[src/rtl/bce_pkg.sv]
// Package: shared types and widths for the branch condition evaluator.
// Assumes flags arrive already stored from a previous arithmetic operation.
package bce_pkg;
    localparam int SEL_W   = 4;
    localparam int BASE_W  = SEL_W - 1;
    localparam int POL_BIT = SEL_W - 1;

    // Base predicates; selector bit POL_BIT inverts each one.
    typedef enum logic [BASE_W-1:0] {
        BASE_NEVER = 3'd0,
        BASE_EQ    = 3'd1,
        BASE_SLE   = 3'd2,
        BASE_SLT   = 3'd3,
        BASE_ULE   = 3'd4,
        BASE_ULT   = 3'd5,
        BASE_NEG   = 3'd6,
        BASE_VS    = 3'd7
    } base_e;

    typedef struct packed {
        logic n;
        logic z;
        logic v;
        logic c;
    } flags_t;

    localparam logic [SEL_W-1:0] COND_NEVER  = 4'd0;
    localparam logic [SEL_W-1:0] COND_EQ     = 4'd1;
    localparam logic [SEL_W-1:0] COND_ALWAYS = 4'd8;
endpackage

[src/rtl/bce_relation.sv]
// Module: computes one of eight base predicates from the stored flags.
// Assumes the base code is the selector with its polarity bit removed.
module bce_relation
    import bce_pkg::*;
(
    input  base_e  base,
    input  flags_t flags,
    output logic   hit
);
    logic signed_lt;
    logic unsigned_lt;

    // Shared relation terms for the signed and unsigned groups.
    always_comb begin
        signed_lt   = flags.n ^ flags.v;
        unsigned_lt = flags.c;
    end

    // Pick the requested base predicate.
    always_comb begin
        unique case (base)
            BASE_NEVER: hit = 1'b0;
            BASE_EQ:    hit = flags.z;
            BASE_SLE:   hit = flags.z | signed_lt;
            BASE_SLT:   hit = signed_lt;
            BASE_ULE:   hit = flags.z | unsigned_lt;
            BASE_ULT:   hit = unsigned_lt;
            BASE_NEG:   hit = flags.n;
            BASE_VS:    hit = flags.v;
            default:    hit = 1'b0;
        endcase
    end
endmodule

[src/rtl/bce_eval.sv]
// Module: combinational branch decision for a full selector code.
// Assumes selector bit POL_BIT marks the complementary condition.
module bce_eval
    import bce_pkg::*;
(
    input  logic [SEL_W-1:0] sel,
    input  flags_t           flags,
    output logic             taken
);
    base_e base;
    logic  base_hit;

    // Strip the polarity bit to get the base predicate code.
    always_comb base = base_e'(sel[BASE_W-1:0]);

    bce_relation u_rel (
        .base  (base),
        .flags (flags),
        .hit   (base_hit)
    );

    // Apply polarity: the upper half of the code space is inverted.
    always_comb taken = base_hit ^ sel[POL_BIT];
endmodule

[src/rtl/branch_cond_unit.sv]
// Module: registered branch condition evaluator.
// Samples the selector and flags on a strobe and presents taken/valid
// one cycle later. Synchronous active-low reset. Taken is forced low
// whenever valid is low.
module branch_cond_unit
    import bce_pkg::*;
(
    input  logic             clk,
    input  logic             rst_n,
    input  logic             in_valid,
    input  logic [SEL_W-1:0] cond_sel,
    input  logic             flag_n,
    input  logic             flag_z,
    input  logic             flag_v,
    input  logic             flag_c,
    output logic             out_valid,
    output logic             out_taken
);
    flags_t flags;
    logic   decide;

    // Gather the flag pins into one record.
    always_comb flags = '{n: flag_n, z: flag_z, v: flag_v, c: flag_c};

    bce_eval u_eval (
        .sel   (cond_sel),
        .flags (flags),
        .taken (decide)
    );

    // Output stage: capture the strobe and the gated decision.
    always_ff @(posedge clk) begin
        if (!rst_n) begin
            out_valid <= 1'b0;
            out_taken <= 1'b0;
        end else begin
            out_valid <= in_valid;
            out_taken <= in_valid & decide;
        end
    end


    valid_follows_strobe_chk: assert property (@(posedge clk) disable iff (!rst_n)
        in_valid |=> out_valid);


    valid_idle_chk: assert property (@(posedge clk) disable iff (!rst_n)
        !in_valid |=> !out_valid);


    taken_gated_chk: assert property (@(posedge clk) disable iff (!rst_n)
        !out_valid |-> !out_taken);


    always_taken_chk: assert property (@(posedge clk) disable iff (!rst_n)
        (in_valid && cond_sel == COND_ALWAYS) |=> out_taken);


    never_taken_chk: assert property (@(posedge clk) disable iff (!rst_n)
        (in_valid && cond_sel == COND_NEVER) |=> !out_taken);


    equal_zero_chk: assert property (@(posedge clk) disable iff (!rst_n)
        (in_valid && cond_sel == COND_EQ) |=> (out_taken == $past(flag_z)));
endmodule

[config.mk]
export PLATFORM = sky130hd
export DESIGN_NAME = branch_cond_unit
export DESIGN_NICKNAME = d
export VERILOG_FILES = /design/src/rtl/bce_pkg.sv /design/src/rtl/bce_relation.sv /design/src/rtl/bce_eval.sv /design/src/rtl/branch_cond_unit.sv
export SDC_FILE = /design/constraint.sdc
export NUM_CORES = 1
export LEC_CHECK = 0
export BUFFER_PORTS_ARGS = -buffer_cell sky130_fd_sc_hd__buf_2
export CAP_MARGIN = 10
export CORE_AREA = 5 5 42 44
export DETAILED_ROUTE_END_ITERATION = 10
export DIE_AREA = 0 0 47 49
export PLACE_DENSITY = 0.32
export SKIP_CTS_REPAIR_TIMING = 1
export SLEW_MARGIN = 0
export SYNTH_ARGS = -nofsm -noshare
export SYNTH_HDL_FRONTEND = slang
export SYNTH_SLANG_ARGS = --single-unit
[constraint.sdc]
create_clock -name clk -period 2.9 [get_ports clk]
set_clock_uncertainty 0.15 [all_clocks]
set_input_delay 0.145 -clock clk [delete_from_list [all_inputs] [get_ports clk]]
set_output_delay 0.145 -clock clk [all_outputs]
set_load 0.05 [all_outputs]
==> implementation parameters <==
Parameter                              Value

Outcome
  Status ... finished with violations
  Failing checks ... hold timing

Power and ir drop
  Maximum resistive drop on vdd ... 0.08085 mV
  Leakage dissipation ... 0.1281 nW
  Pwr dens ... 478.2 nW/µm²

Synthesis
  Ranking of synthesized cells by instance count ... sky130_fd_sc_hd__dfxtp_1 (2), sky130_fd_sc_hd__inv_1 (2), sky130_fd_sc_hd__nand2_1 (2), sky130_fd_sc_hd__nand2b_1 (2)
  Dominant cell type by area after synthesis ... sky130_fd_sc_hd__dfxtp_1
  Synth Flop Type ... sky130_fd_sc_hd__dfxtp_1
  Top post-synthesis cells by area ... sky130_fd_sc_hd__dfxtp_1 (28%), sky130_fd_sc_hd__nand2b_1 (8.7%), sky130_fd_sc_hd__mux2i_1 (7.0%), sky130_fd_sc_hd__a31o_1 (6.1%), sky130_fd_sc_hd__a21boi_1 (5.2%)
  Total of flip-flops plus latches after synthesis ... 2
  Synth warnings ... 0
  Area of the mapped netlist ... 143.9 µm²
  Post-synthesis sequential area ratio ... 27.83%
  Number of synthesized flops with an enable pin ... 0
  Post-synthesis average cell area ... 7.194 µm²
  Net count of the mapped netlist ... 31
  Number of cells produced by synthesis ... 20
  Number of library cell types mapped by synthesis ... 16
  Area share of the largest cell type after synthesis ... 27.83%
  Share of synthesized flip-flops with an asynchronous set or reset ... 0%

Global route
  GRT Util Overall ... 4.849%
  Initial antenna violation count ... 0
  Global-route wire length before repair ... 828 µm
  Total overflow reported by the global router ... 0
  Maximum number of pins on one net before global-route repair ... 6
  Number of global-route vias before repair ... 225

Critical path
  Worst path bufs/invs ... 1
  Critical path, cell by cell ... buf_2, or2_1, a21boi_1, o21ai_1, a31o_1, and3_1
  Critical Path AT ... 1.09 ns
  Endpoint kind of the worst setup timing path ... flop
  CP Data Required Time ... 2.86 ns
  Nature of the critical path startpoint ... input port
  Type of the worst setup path ... input port to flop
  Top cell family by delay on the critical path ... compound AO/OA/AOI/OAI gates
  CP Max Fanout ... 5
  Path length in cells of the critical path ... 6
  Critical-path top delay cell ... sky130_fd_sc_hd__or2_1
  Largest stage delay on the critical path ... 0.22 ns

Detailed routing
  Via count ... 187
  Average detailed-routed wire length per instance ... 8.176 µm
  DRC violation count after routing ... 0
  Total wire length after detailed routing ... 417 µm
  Per-cell via count in the routed design ... 3.667
  Post-detailed-route count of antenna-violating nets ... 0
  Router iterations before antenna repair ... 4
  DRT iter0 DRCs ... 5

Finish
  Area growth syn-to-layout ... 71.30%
  Final instance area ... 246.5 µm²
  Final core occ ... 17.59%
  Area occupied by multi-input gates ... 96.34 µm²
  Fill cell instance count of the final layout ... 165
  Total area of sequential cells ... 40.04 µm²
  Fraction of final layout cells with drive strength greater than 1 ... 42.86%
  Diodes inserted ... 0
  Nets ... 48

STA
  Least-Margin Pin Slew ... 0.2522 ns
  Pins Over Slew Limit ... 0
  Achievable clock frequency ... 0.8899 GHz
  Final hold vios ... 1
  Final setup viols ... 0
  Setup repair after global routing missed its margin ... false
  Final clock period utilization by the worst path ... 38.75%
  Tightest hold margin ... -0.001579 ns
  TNS Setup ... 0 ns
  Final worst path period need ... 1.124 ns
  Relative slew margins ... 83.30%

Clock network
  Number of clock buffers inserted by TritonCTS ... 3
  CTS H-tree depth ... 1
  Clock sink count ... 2
  CTS Buffer Depth ... 2
  Cell chosen for the clock root ... sky130_fd_sc_hd__clkbuf_4
  Clock tree from TritonCTS ... built
  Clock slew seen by the registers of the worst setup and hold paths ... 0.03 ns

Floorplanning
  CORE AREA ... 1401 µm²
  Total Die Area ... 2303 µm²
  Chip Width ... 47 µm
  Number of top-level design ports ... 13
  Row cnt ... 14
  Die H ... 49 µm
  Initial core utilization ... 10.27%

Placed design
  Final GP Congestion ... 0.5636
  Half-perimeter wire length after placement ... 341.1 µm
  Instance area at placement ... 224.0 µm²
  Input/output buffers ... 12

Min path
  WHS Path Cells ... 2
  Worst Hold Class ... input port to flop

Run
  Max-cap violations ... 0
-- per-stage QoR --
step	total power, W	setup slack [ns]	hold WS [ns]	instances
floorplan	0.00004525	1.731	0.1310	20
global placement	0.00005694	1.548	0.2374	48
detailed placement	0.00005675	1.549	0.2241	48
CTS	0.0001227	1.786	-0.009729	51
global route	0.0001270	1.682	0.02248	51
finish	0.0001179	1.776	-0.001579	51
-- path summary, 6_finish.rpt --
kind / slack [ns] / end / startpoint
worst max-delay path: 1.78 / out_taken / cond_sel[2]
worst min-delay path: -0.002 / out_valid / in_valid
-- state kept, by name, indices dropped and copies added (netlist names) --
signal and count:
out_taken 1, out_valid 1
-- layout by cell type, fill, tap and decap left out --
cell type / count
sky130_fd_sc_hd__nor2_1: 1
sky130_fd_sc_hd__nand4_1: 1
sky130_fd_sc_hd__a21boi_1: 1
sky130_fd_sc_hd__and3_1: 1
sky130_fd_sc_hd__o21ai_1: 1
sky130_fd_sc_hd__mux2i_1: 1
sky130_fd_sc_hd__dfxtp_1: 2
sky130_fd_sc_hd__nand2_1: 2
sky130_fd_sc_hd__a21oi_1: 1
sky130_fd_sc_hd__o22ai_1: 1
sky130_fd_sc_hd__buf_2: 12
sky130_fd_sc_hd__inv_1: 2
sky130_fd_sc_hd__nand3_1: 1
sky130_fd_sc_hd__or2_1: 1
sky130_fd_sc_hd__clkbuf_4: 3
sky130_fd_sc_hd__nand2b_1: 2
sky130_fd_sc_hd__and2_1: 1
sky130_fd_sc_hd__a31o_1: 1
-- logic make-up (layout without fill, tap and decap cells) --
| group | after synthesis | after routing | share of synthesized area [%] |
|---|---|---|---|
| and+or+nand+nor | 10 | 10 | 37.40 |
| AOI/OAI and AO/OA | 5 | 5 | 22.61 |
| DFF | 2 | 2 | 27.83 |
| buffers and inverters | 2 | 17 | 5.219 |
| muxes | 1 | 1 | 6.957 |
-- cell type report --
class                   count  share of cell area, %
multi-input cells          16                  39.09
clock buffers               3                  9.137
repair buffers             12                  24.37
inverters                   2                  3.046
well taps                  16                  8.122
flip-flops and latches      2                  16.24
-- power by group --
group | total [W] | switching (W) | internal, W
Clock | 0.0000615 | 0.0000158 | 0.0000457
Combinational | 0.0000268 | 0.0000150 | 0.0000118
Sequential | 0.0000296 | 0.000000242 | 0.0000293
-- metal layers --
layer	share of wire [%]	vias to the layer above	track usage, %
met2	33	13	6.561
met5	0	-	0
met3	23	0	1.845
li1	-	100	-
met1	44	74	5.677
met4	0	0	4.147
(Power assumes the default switching activity.)
